<file path="src/rtl/pcicfg_pkg.sv">
package pcicfg_pkg;

  localparam int DW      = 32;
  localparam int ADDR_W  = 6;
  localparam int NUM_BAR = 3;
  localparam int BAR_BASE = 4;
  localparam int IDX_W   = 2;

  localparam logic [ADDR_W-1:0] A_ID      = ADDR_W'(0);
  localparam logic [ADDR_W-1:0] A_CMD     = ADDR_W'(1);
  localparam logic [ADDR_W-1:0] A_CLASS   = ADDR_W'(2);
  localparam logic [ADDR_W-1:0] A_SUBSYS  = ADDR_W'(11);
  localparam logic [ADDR_W-1:0] A_INTR    = ADDR_W'(15);
  localparam logic [ADDR_W-1:0] A_DEVSPEC = ADDR_W'(16);

  // Expand four byte enables to a 32-bit lane mask.
  function automatic logic [DW-1:0] lane_mask(input logic [3:0] be);
    logic [DW-1:0] m;
    for (int i = 0; i < 4; i++) m[8*i +: 8] = {8{be[i]}};
    return m;
  endfunction

  // Merge write data into a stored word under lane and write masks.
  function automatic logic [DW-1:0] masked_merge(input logic [DW-1:0] old_v,
                                                 input logic [DW-1:0] new_v,
                                                 input logic [3:0]    be,
                                                 input logic [DW-1:0] wmask);
    logic [DW-1:0] m;
    m = lane_mask(be) & wmask;
    return (old_v & ~m) | (new_v & m);
  endfunction

  // Value software sees for a BAR: stored address bits plus fixed type bits.
  function automatic logic [DW-1:0] bar_view(input logic [DW-1:0] stored,
                                             input logic [DW-1:0] amask,
                                             input logic [DW-1:0] tbits);
    return (stored & amask) | tbits;
  endfunction

endpackage

</file>
<file path="src/rtl/cfg_bar_slot.sv">
module cfg_bar_slot
  import pcicfg_pkg::*;
#(
  parameter int          IDX   = 0,
  parameter logic [31:0] AMASK = 32'hFF00_0000,
  parameter logic [31:0] TBITS = 32'h0000_0000
) (
  input  logic          clk,
  input  logic          rst_n,
  input  logic          wr_en,
  input  logic [3:0]    be,
  input  logic [DW-1:0] wdata,
  output logic [DW-1:0] bar_val
);

  logic [DW-1:0] addr_q;

  always_ff @(posedge clk) begin
    if (!rst_n) addr_q <= '0;
    else if (wr_en) addr_q <= masked_merge(addr_q, wdata, be, AMASK);
  end

  assign bar_val = bar_view(addr_q, AMASK, TBITS);

  // a BAR holds its value when no write targets it
  a_r12_bar_hold: assert property (@(posedge clk) disable iff (!rst_n)
    !wr_en |=> $stable(bar_val));

  // hard-wired type bits are always visible
  a_r4_type_bits: assert property (@(posedge clk) disable iff (!rst_n)
    (bar_val & TBITS) == TBITS);

  // bits outside the size mask never leave their fixed value after a write
  a_r3_size_mask: assert property (@(posedge clk) disable iff (!rst_n)
    wr_en |=> ((bar_val & ~(AMASK | TBITS)) == '0));

endmodule

</file>
<file path="src/rtl/cfg_ctrl_regs.sv">
module cfg_ctrl_regs
  import pcicfg_pkg::*;
#(
  parameter logic [15:0] CMD_WMASK = 16'h07FF,
  parameter logic [7:0]  USER_RST  = 8'h08
) (
  input  logic          clk,
  input  logic          rst_n,
  input  logic          wr_cmd,
  input  logic          wr_user,
  input  logic [3:0]    be,
  input  logic [DW-1:0] wdata,
  output logic [15:0]   cmd_q,
  output logic [7:0]    user_q
);

  logic [DW-1:0] cmd_next;

  assign cmd_next = masked_merge({16'h0, cmd_q}, wdata, be, {16'h0, CMD_WMASK});

  always_ff @(posedge clk) begin
    if (!rst_n) begin
      cmd_q  <= '0;
      user_q <= USER_RST;
    end else begin
      if (wr_cmd) cmd_q <= cmd_next[15:0];
      if (wr_user && be[0]) user_q <= wdata[7:0];
    end
  end

  // command register changes only through a write to its dword
  a_r7_cmd_hold: assert property (@(posedge clk) disable iff (!rst_n)
    !wr_cmd |=> $stable(cmd_q));

  // bits outside the writable mask stay zero
  a_r7_cmd_mask: assert property (@(posedge clk) disable iff (!rst_n)
    wr_cmd |=> ((cmd_q & ~CMD_WMASK) == 16'h0));

  // device-specific byte needs its byte enable
  a_r8_user_be: assert property (@(posedge clk) disable iff (!rst_n)
    !(wr_user && be[0]) |=> $stable(user_q));

endmodule

</file>
<file path="src/rtl/cfg_read_mux.sv">
module cfg_read_mux
  import pcicfg_pkg::*;
#(
  parameter logic [15:0] VENDOR_ID = 16'h1AB5,
  parameter logic [15:0] DEVICE_ID = 16'h5A10,
  parameter logic [15:0] SUBSYS_ID = 16'h6987,
  parameter logic [7:0]  ASIC_REV  = 8'h5C,
  parameter logic [7:0]  MIN_GNT   = 8'd8,
  parameter logic [7:0]  INT_PIN   = 8'd1
) (
  input  logic [ADDR_W-1:0]          addr,
  input  logic [NUM_BAR-1:0][DW-1:0] bars,
  input  logic [15:0]                cmd,
  input  logic [7:0]                 user,
  output logic [DW-1:0]              rdata
);

  localparam logic [23:0] CLASS_DISPLAY = 24'h030000;

  function automatic logic [DW-1:0] class_word(input logic [7:0] rev);
    return {CLASS_DISPLAY, 8'h00} | {24'h0, rev};
  endfunction

  function automatic logic [DW-1:0] intr_word(input logic [7:0] pin,
                                              input logic [7:0] gnt);
    return {8'h00, gnt, pin, 8'h00};
  endfunction

  always_comb begin
    rdata = '0;
    unique case (addr)
      A_ID:      rdata = {DEVICE_ID, VENDOR_ID};
      A_CMD:     rdata = {16'h0, cmd};
      A_CLASS:   rdata = class_word(ASIC_REV);
      A_SUBSYS:  rdata = {SUBSYS_ID, VENDOR_ID};
      A_INTR:    rdata = intr_word(INT_PIN, MIN_GNT);
      A_DEVSPEC: rdata = {24'h0, user};
      default: begin
        for (int k = 0; k < NUM_BAR; k++)
          if (addr == ADDR_W'(BAR_BASE + k)) rdata = bars[k];
      end
    endcase
  end

endmodule

</file>
<file path="src/rtl/pcicfg_func_hdr.sv">
module pcicfg_func_hdr
  import pcicfg_pkg::*;
#(
  parameter logic [15:0] VENDOR_ID  = 16'h1AB5,
  parameter logic [15:0] DEVICE_ID  = 16'h5A10,
  parameter logic [15:0] SUBSYS_ID  = 16'h6987,
  parameter logic [7:0]  ASIC_REV   = 8'h5C,
  parameter logic [7:0]  MIN_GNT    = 8'd8,
  parameter logic [7:0]  INT_PIN    = 8'd1,
  parameter logic [15:0] CMD_WMASK  = 16'h07FF,
  parameter logic [7:0]  USER_RST   = 8'h08,
  parameter logic [31:0] BAR0_AMASK = 32'hFF00_0000,
  parameter logic [31:0] BAR0_TBITS = 32'h0000_0000,
  parameter logic [31:0] BAR1_AMASK = 32'hFFFF_FF00,
  parameter logic [31:0] BAR1_TBITS = 32'h0000_0001,
  parameter logic [31:0] BAR2_AMASK = 32'hFFFF_F000,
  parameter logic [31:0] BAR2_TBITS = 32'h0000_0000
) (
  input  logic                   clk,
  input  logic                   rst_n,
  input  logic                   cfg_req,
  input  logic                   cfg_wr,
  input  logic [5:0]             cfg_addr,
  input  logic [3:0]             cfg_be,
  input  logic [31:0]            cfg_wdata,
  output logic [31:0]            cfg_rdata,
  output logic                   cfg_rvalid,
  output logic [95:0]            bar_vals,
  output logic [15:0]            cmd_o,
  output logic                   bar_chg,
  output logic [1:0]             bar_chg_idx
);

  localparam logic [NUM_BAR-1:0][DW-1:0] AMASKS = {BAR2_AMASK, BAR1_AMASK, BAR0_AMASK};
  localparam logic [NUM_BAR-1:0][DW-1:0] TBITSS = {BAR2_TBITS, BAR1_TBITS, BAR0_TBITS};

  // Named access events, used by logic and assertions alike
  logic                      wr_fire, rd_fire;
  logic [NUM_BAR-1:0]        bar_wr;
  logic                      bar_wr_any;
  logic [IDX_W-1:0]          bar_wr_idx;
  logic                      cmd_wr, user_wr;
  logic [NUM_BAR-1:0][DW-1:0] bar_q;
  logic [7:0]                user_q;
  logic [DW-1:0]             rd_mux;

  assign wr_fire = cfg_req &  cfg_wr;
  assign rd_fire = cfg_req & ~cfg_wr;
  assign cmd_wr  = wr_fire && (cfg_addr == A_CMD);
  assign user_wr = wr_fire && (cfg_addr == A_DEVSPEC);

  generate
    for (genvar g = 0; g < NUM_BAR; g++) begin : g_bar
      assign bar_wr[g] = wr_fire && (cfg_addr == ADDR_W'(BAR_BASE + g));
      cfg_bar_slot #(
        .IDX   (g),
        .AMASK (AMASKS[g]),
        .TBITS (TBITSS[g])
      ) u_slot (
        .clk     (clk),
        .rst_n   (rst_n),
        .wr_en   (bar_wr[g]),
        .be      (cfg_be),
        .wdata   (cfg_wdata),
        .bar_val (bar_q[g])
      );
      assign bar_vals[32*g +: 32] = bar_q[g];
    end
  endgenerate

  assign bar_wr_any = |bar_wr;

  always_comb begin
    bar_wr_idx = '0;
    for (int k = 0; k < NUM_BAR; k++)
      if (bar_wr[k]) bar_wr_idx = IDX_W'(k);
  end

  cfg_ctrl_regs #(
    .CMD_WMASK (CMD_WMASK),
    .USER_RST  (USER_RST)
  ) u_ctrl (
    .clk     (clk),
    .rst_n   (rst_n),
    .wr_cmd  (cmd_wr),
    .wr_user (user_wr),
    .be      (cfg_be),
    .wdata   (cfg_wdata),
    .cmd_q   (cmd_o),
    .user_q  (user_q)
  );

  cfg_read_mux #(
    .VENDOR_ID (VENDOR_ID),
    .DEVICE_ID (DEVICE_ID),
    .SUBSYS_ID (SUBSYS_ID),
    .ASIC_REV  (ASIC_REV),
    .MIN_GNT   (MIN_GNT),
    .INT_PIN   (INT_PIN)
  ) u_rmux (
    .addr  (cfg_addr),
    .bars  (bar_q),
    .cmd   (cmd_o),
    .user  (user_q),
    .rdata (rd_mux)
  );

  always_ff @(posedge clk) begin
    if (!rst_n) begin
      cfg_rdata   <= '0;
      cfg_rvalid  <= 1'b0;
      bar_chg     <= 1'b0;
      bar_chg_idx <= '0;
    end else begin
      cfg_rvalid <= rd_fire;
      if (rd_fire) cfg_rdata <= rd_mux;
      bar_chg <= bar_wr_any;
      if (bar_wr_any) bar_chg_idx <= bar_wr_idx;
    end
  end

  // each BAR write is followed by a notification with its index
  a_r10_chg_after_write: assert property (@(posedge clk) disable iff (!rst_n)
    bar_wr_any |=> (bar_chg && bar_chg_idx == $past(bar_wr_idx)));

  // no notification without a preceding BAR write
  a_r10_chg_only_write: assert property (@(posedge clk) disable iff (!rst_n)
    bar_chg |-> $past(bar_wr_any));

  // at most one BAR decodes per access
  a_r10_one_bar: assert property (@(posedge clk) disable iff (!rst_n)
    $onehot0(bar_wr));

  // read strobe follows a read request, and only a read request
  a_r11_rvalid: assert property (@(posedge clk) disable iff (!rst_n)
    rd_fire |=> cfg_rvalid);
  a_r11_no_spurious: assert property (@(posedge clk) disable iff (!rst_n)
    !rd_fire |=> !cfg_rvalid);

  // an access beyond the device-specific dword touches no register
  a_r9_high_ignored: assert property (@(posedge clk) disable iff (!rst_n)
    (wr_fire && cfg_addr > A_DEVSPEC) |=> ($stable(bar_vals) && $stable(cmd_o) && $stable(user_q)));

endmodule

</file>
<file path="config.mk">
export PLATFORM = sky130hd
export DESIGN_NAME = pcicfg_func_hdr
export DESIGN_NICKNAME = d
export VERILOG_FILES = /design/src/rtl/pcicfg_pkg.sv /design/src/rtl/cfg_bar_slot.sv /design/src/rtl/cfg_ctrl_regs.sv /design/src/rtl/cfg_read_mux.sv /design/src/rtl/pcicfg_func_hdr.sv
export SDC_FILE = /design/constraint.sdc
export NUM_CORES = 1
export LEC_CHECK = 0
export CORE_MARGIN = 4
export CORE_UTILIZATION = 47
export CTS_CLUSTER_DIAMETER = 150
export DETAILED_ROUTE_END_ITERATION = 8
export PLACE_DENSITY = 0.85
export SYNTH_ARGS = -nofsm -noshare
export SYNTH_HDL_FRONTEND = slang
export SYNTH_HIERARCHICAL = 1
export SYNTH_SLANG_ARGS = --single-unit
</file>
<file path="constraint.sdc">
create_clock -name clk -period 2.2 [get_ports clk]
set_input_delay 0.44 -clock clk [delete_from_list [all_inputs] [get_ports clk]]
set_output_delay 0.44 -clock clk [all_outputs]
set_load 0.02 [all_outputs]
</file>
==> results.json <==
{
  "die_x_um": 122.6,
  "worst_hold_slack_ps": 379.3,
  "synthCells": 757,
  "p_total_mw": 4.130,
  "grtUsageTotal_pct": 24.03,
  "routed_wirelength_um": 18310,
  "max_freq_ghz": 0.4856,
  "grt_overflow": 0,
  "reg2regPathDepth": 6,
  "cts_tree": "done",
  "tightest_slew_ps": 690.4,
  "dp_hpwl_um": 13650,
  "fin_cells": 1062,
  "finalHoldViolCount": 0,
  "antenna_found_initial": 0,
  "first_global_vias": 5525,
  "status": "finished clean",
  "worst_slack_ps": 140.6,
  "seq_area_frac_synth_pct": 34.68,
  "fillers": 1117,
  "grt_max_degree": 105,
  "yosysUniqueCellTypes": 53,
  "hold_buffers": 0,
  "ys.flop_type": "dfxtp_1",
  "dieArea_um2": 15040,
  "setup_viol": 0,
  "via_per_inst": 5.447,
  "p_leak_nw": 2.842,
  "start_util_pct": 48.54,
  "vias": 5785,
  "area_growth_syn_to_layout_pct": 26.62,
  "clockBufferDepth": 2,
  "fin_util_pct": 61.47,
  "place_inst": 1046,
  "antennaDiodeCount": 0,
  "synth_area_um2": 6176,
  "cts_root_buf": "clkbuf_16",
  "port_buffers": 144,
  "die_y_um": 122.6,
  "cts_setup_buffers": 0,
  "drt-initial-drc-count": 470,
  "final.period_utilization_pct": 93.61,
  "core_area_um2": 12720,
  "required_ps": 2480,
  "finalCriticalPeriod_ps": 2059,
  "rsz0062_at_grt": "no",
  "holdPathStages": 3,
  "ios": 194,
  "relSlewSlack_pct": 53.98,
  "seqCellArea_um2": 2142,
  "skew_ps": 7.455,
  "grt_pass1_wl_um": 28220,
  "place_area_um2": 7526,
  "clkTransAtPathRegs_ps": 70,
  "h-tree-depth": 3,
  "critPathLaunchType": "input pin",
  "drc": 0,
  "syn_area_per_cell_um2": 8.158,
  "numCtsBuffers": 9,
  "crit_arrival_ps": 2340,
  "wire_per_inst_um": 17.24,
  "cts_resized": 0,
  "firstDrtPassIters": 5,
  "multi_input_area_um2": 3311,
  "cts_num_sinks": 107,
  "ant_nets": 0,
  "rows": 41,
  "dp_slack_ps": -217.9,
  "power_density_nw_per_um2": 528.2,
  "ys_warn_count": 6,
  "cp_max_fo": 18,
  "drv_slew": 0,
  "ys_ff_latch": 107,
  "crit_path_end_kind": "flip-flop",
  "finalNetCount": 931,
  "place_congestion": 0.8843,
  "maxCapViolations": 0,
  "hp-class": "input pin to flip-flop",
  "synth_edf_count": 0,
  "peakVddDrop_mv": 0.3155,
  "setup_tns_ps": 0,
  "final_layout_size_suffix_gt1_share_pct": 16.85,
  "async_flop_share_pct": 0,
  "final_area_um2": 7820,
  "clock_latency_ps": 350,
  "crit_type": "input pin to flip-flop"
}
metal layers:
metal	routed length (um)	vias up	GRT usage (%)
li1	-	2814	-
met2	8846	256	40.47
met5	0	-	0
met4	393	0	8.397
met3	1448	31	4.931
met1	7623	2684	30.59
worst max-delay path: stages:
cell             delay, ps
clkdlybuf4s50_1        430
buf_4                  180
buf_4                  140
nor2_2                 280
nand2_1                170
buf_12                 190
o21ai_0                280
nand2_1                 90
a21oi_1                140
synth_stat cells, types with 8 or more instances:
cell type	number	area share (%)
dfxtp_1	107	35
buf_4	62	7.5
a21oi_2	8	1.1
nand4_1	71	7.2
o21ai_0	15	1.2
and2_4	8	1.1
o2bb2ai_1	10	1.4
a21oi_1	68	5.5
buf_6	21	3.8
buf_2	27	2.2
nor2_1	27	1.6
nand2_1	150	9.1
mux2i_1	30	4.9
o21ai_1	17	1.4
o21ai_2	54	7.7
worst paths after layout:
path	slack (ps)	to	startpoint
max reg2reg	930	cfg_rdata[29]$_SDFFE_PN0P_	flip-flop
max	140	cfg_rdata[29]$_SDFFE_PN0P_	cfg_addr[4]
min	380	bar_chg$_SDFF_PN0_	rst_n
min reg2reg	450	cfg_rdata[11]$_SDFFE_PN0P_	cfg_rdata[11]$_SDFFE_PN0P_
cells in the final DEF (no fill, tap or decap), drive strengths merged, types with 3 or more instances in the layout:
cell / count
o211ai: 3
a21oi: 76
nor2b: 6
a22oi: 4
o21ai: 86
or3: 4
nor3: 5
clkbuf: 10
mux2i: 30
nand2: 150
clkdlybuf4s50: 141
and2: 14
nand4: 71
o2bb2ai: 10
inv: 5
nor2: 28
buf: 51
dfxtp: 107
conb: 49
nand3: 5
nor3b: 3
clkinv: 4
a21o: 4
logic make-up after synthesis:
logic type | share of synthesized area, %
buf+inv | 14.42
compound gates | 21.23
other cells | 0.3039
simple gates | 24.13
flops | 34.68
mux | 5.227
area by class of cell:
| cell class | count | share of cell area (%) |
|---|---|---|
| multi-input cells | 570 | 42.34 |
| clock buffers | 10 | 2.928 |
| inverters | 5 | 0.2400 |
| well taps | 172 | 2.752 |
| flip-flops and latches | 107 | 27.39 |
| clock inverters | 6 | 0.8320 |
| repair buffers | 192 | 23.52 |
where the power goes:
part,switching (mW),internal (mW),total [mW]
logic,0.356,0.189,0.545
registers,0.00459,1.94,1.95
clock network,0.752,0.886,1.64
Power figures use the tool's default switching activity.
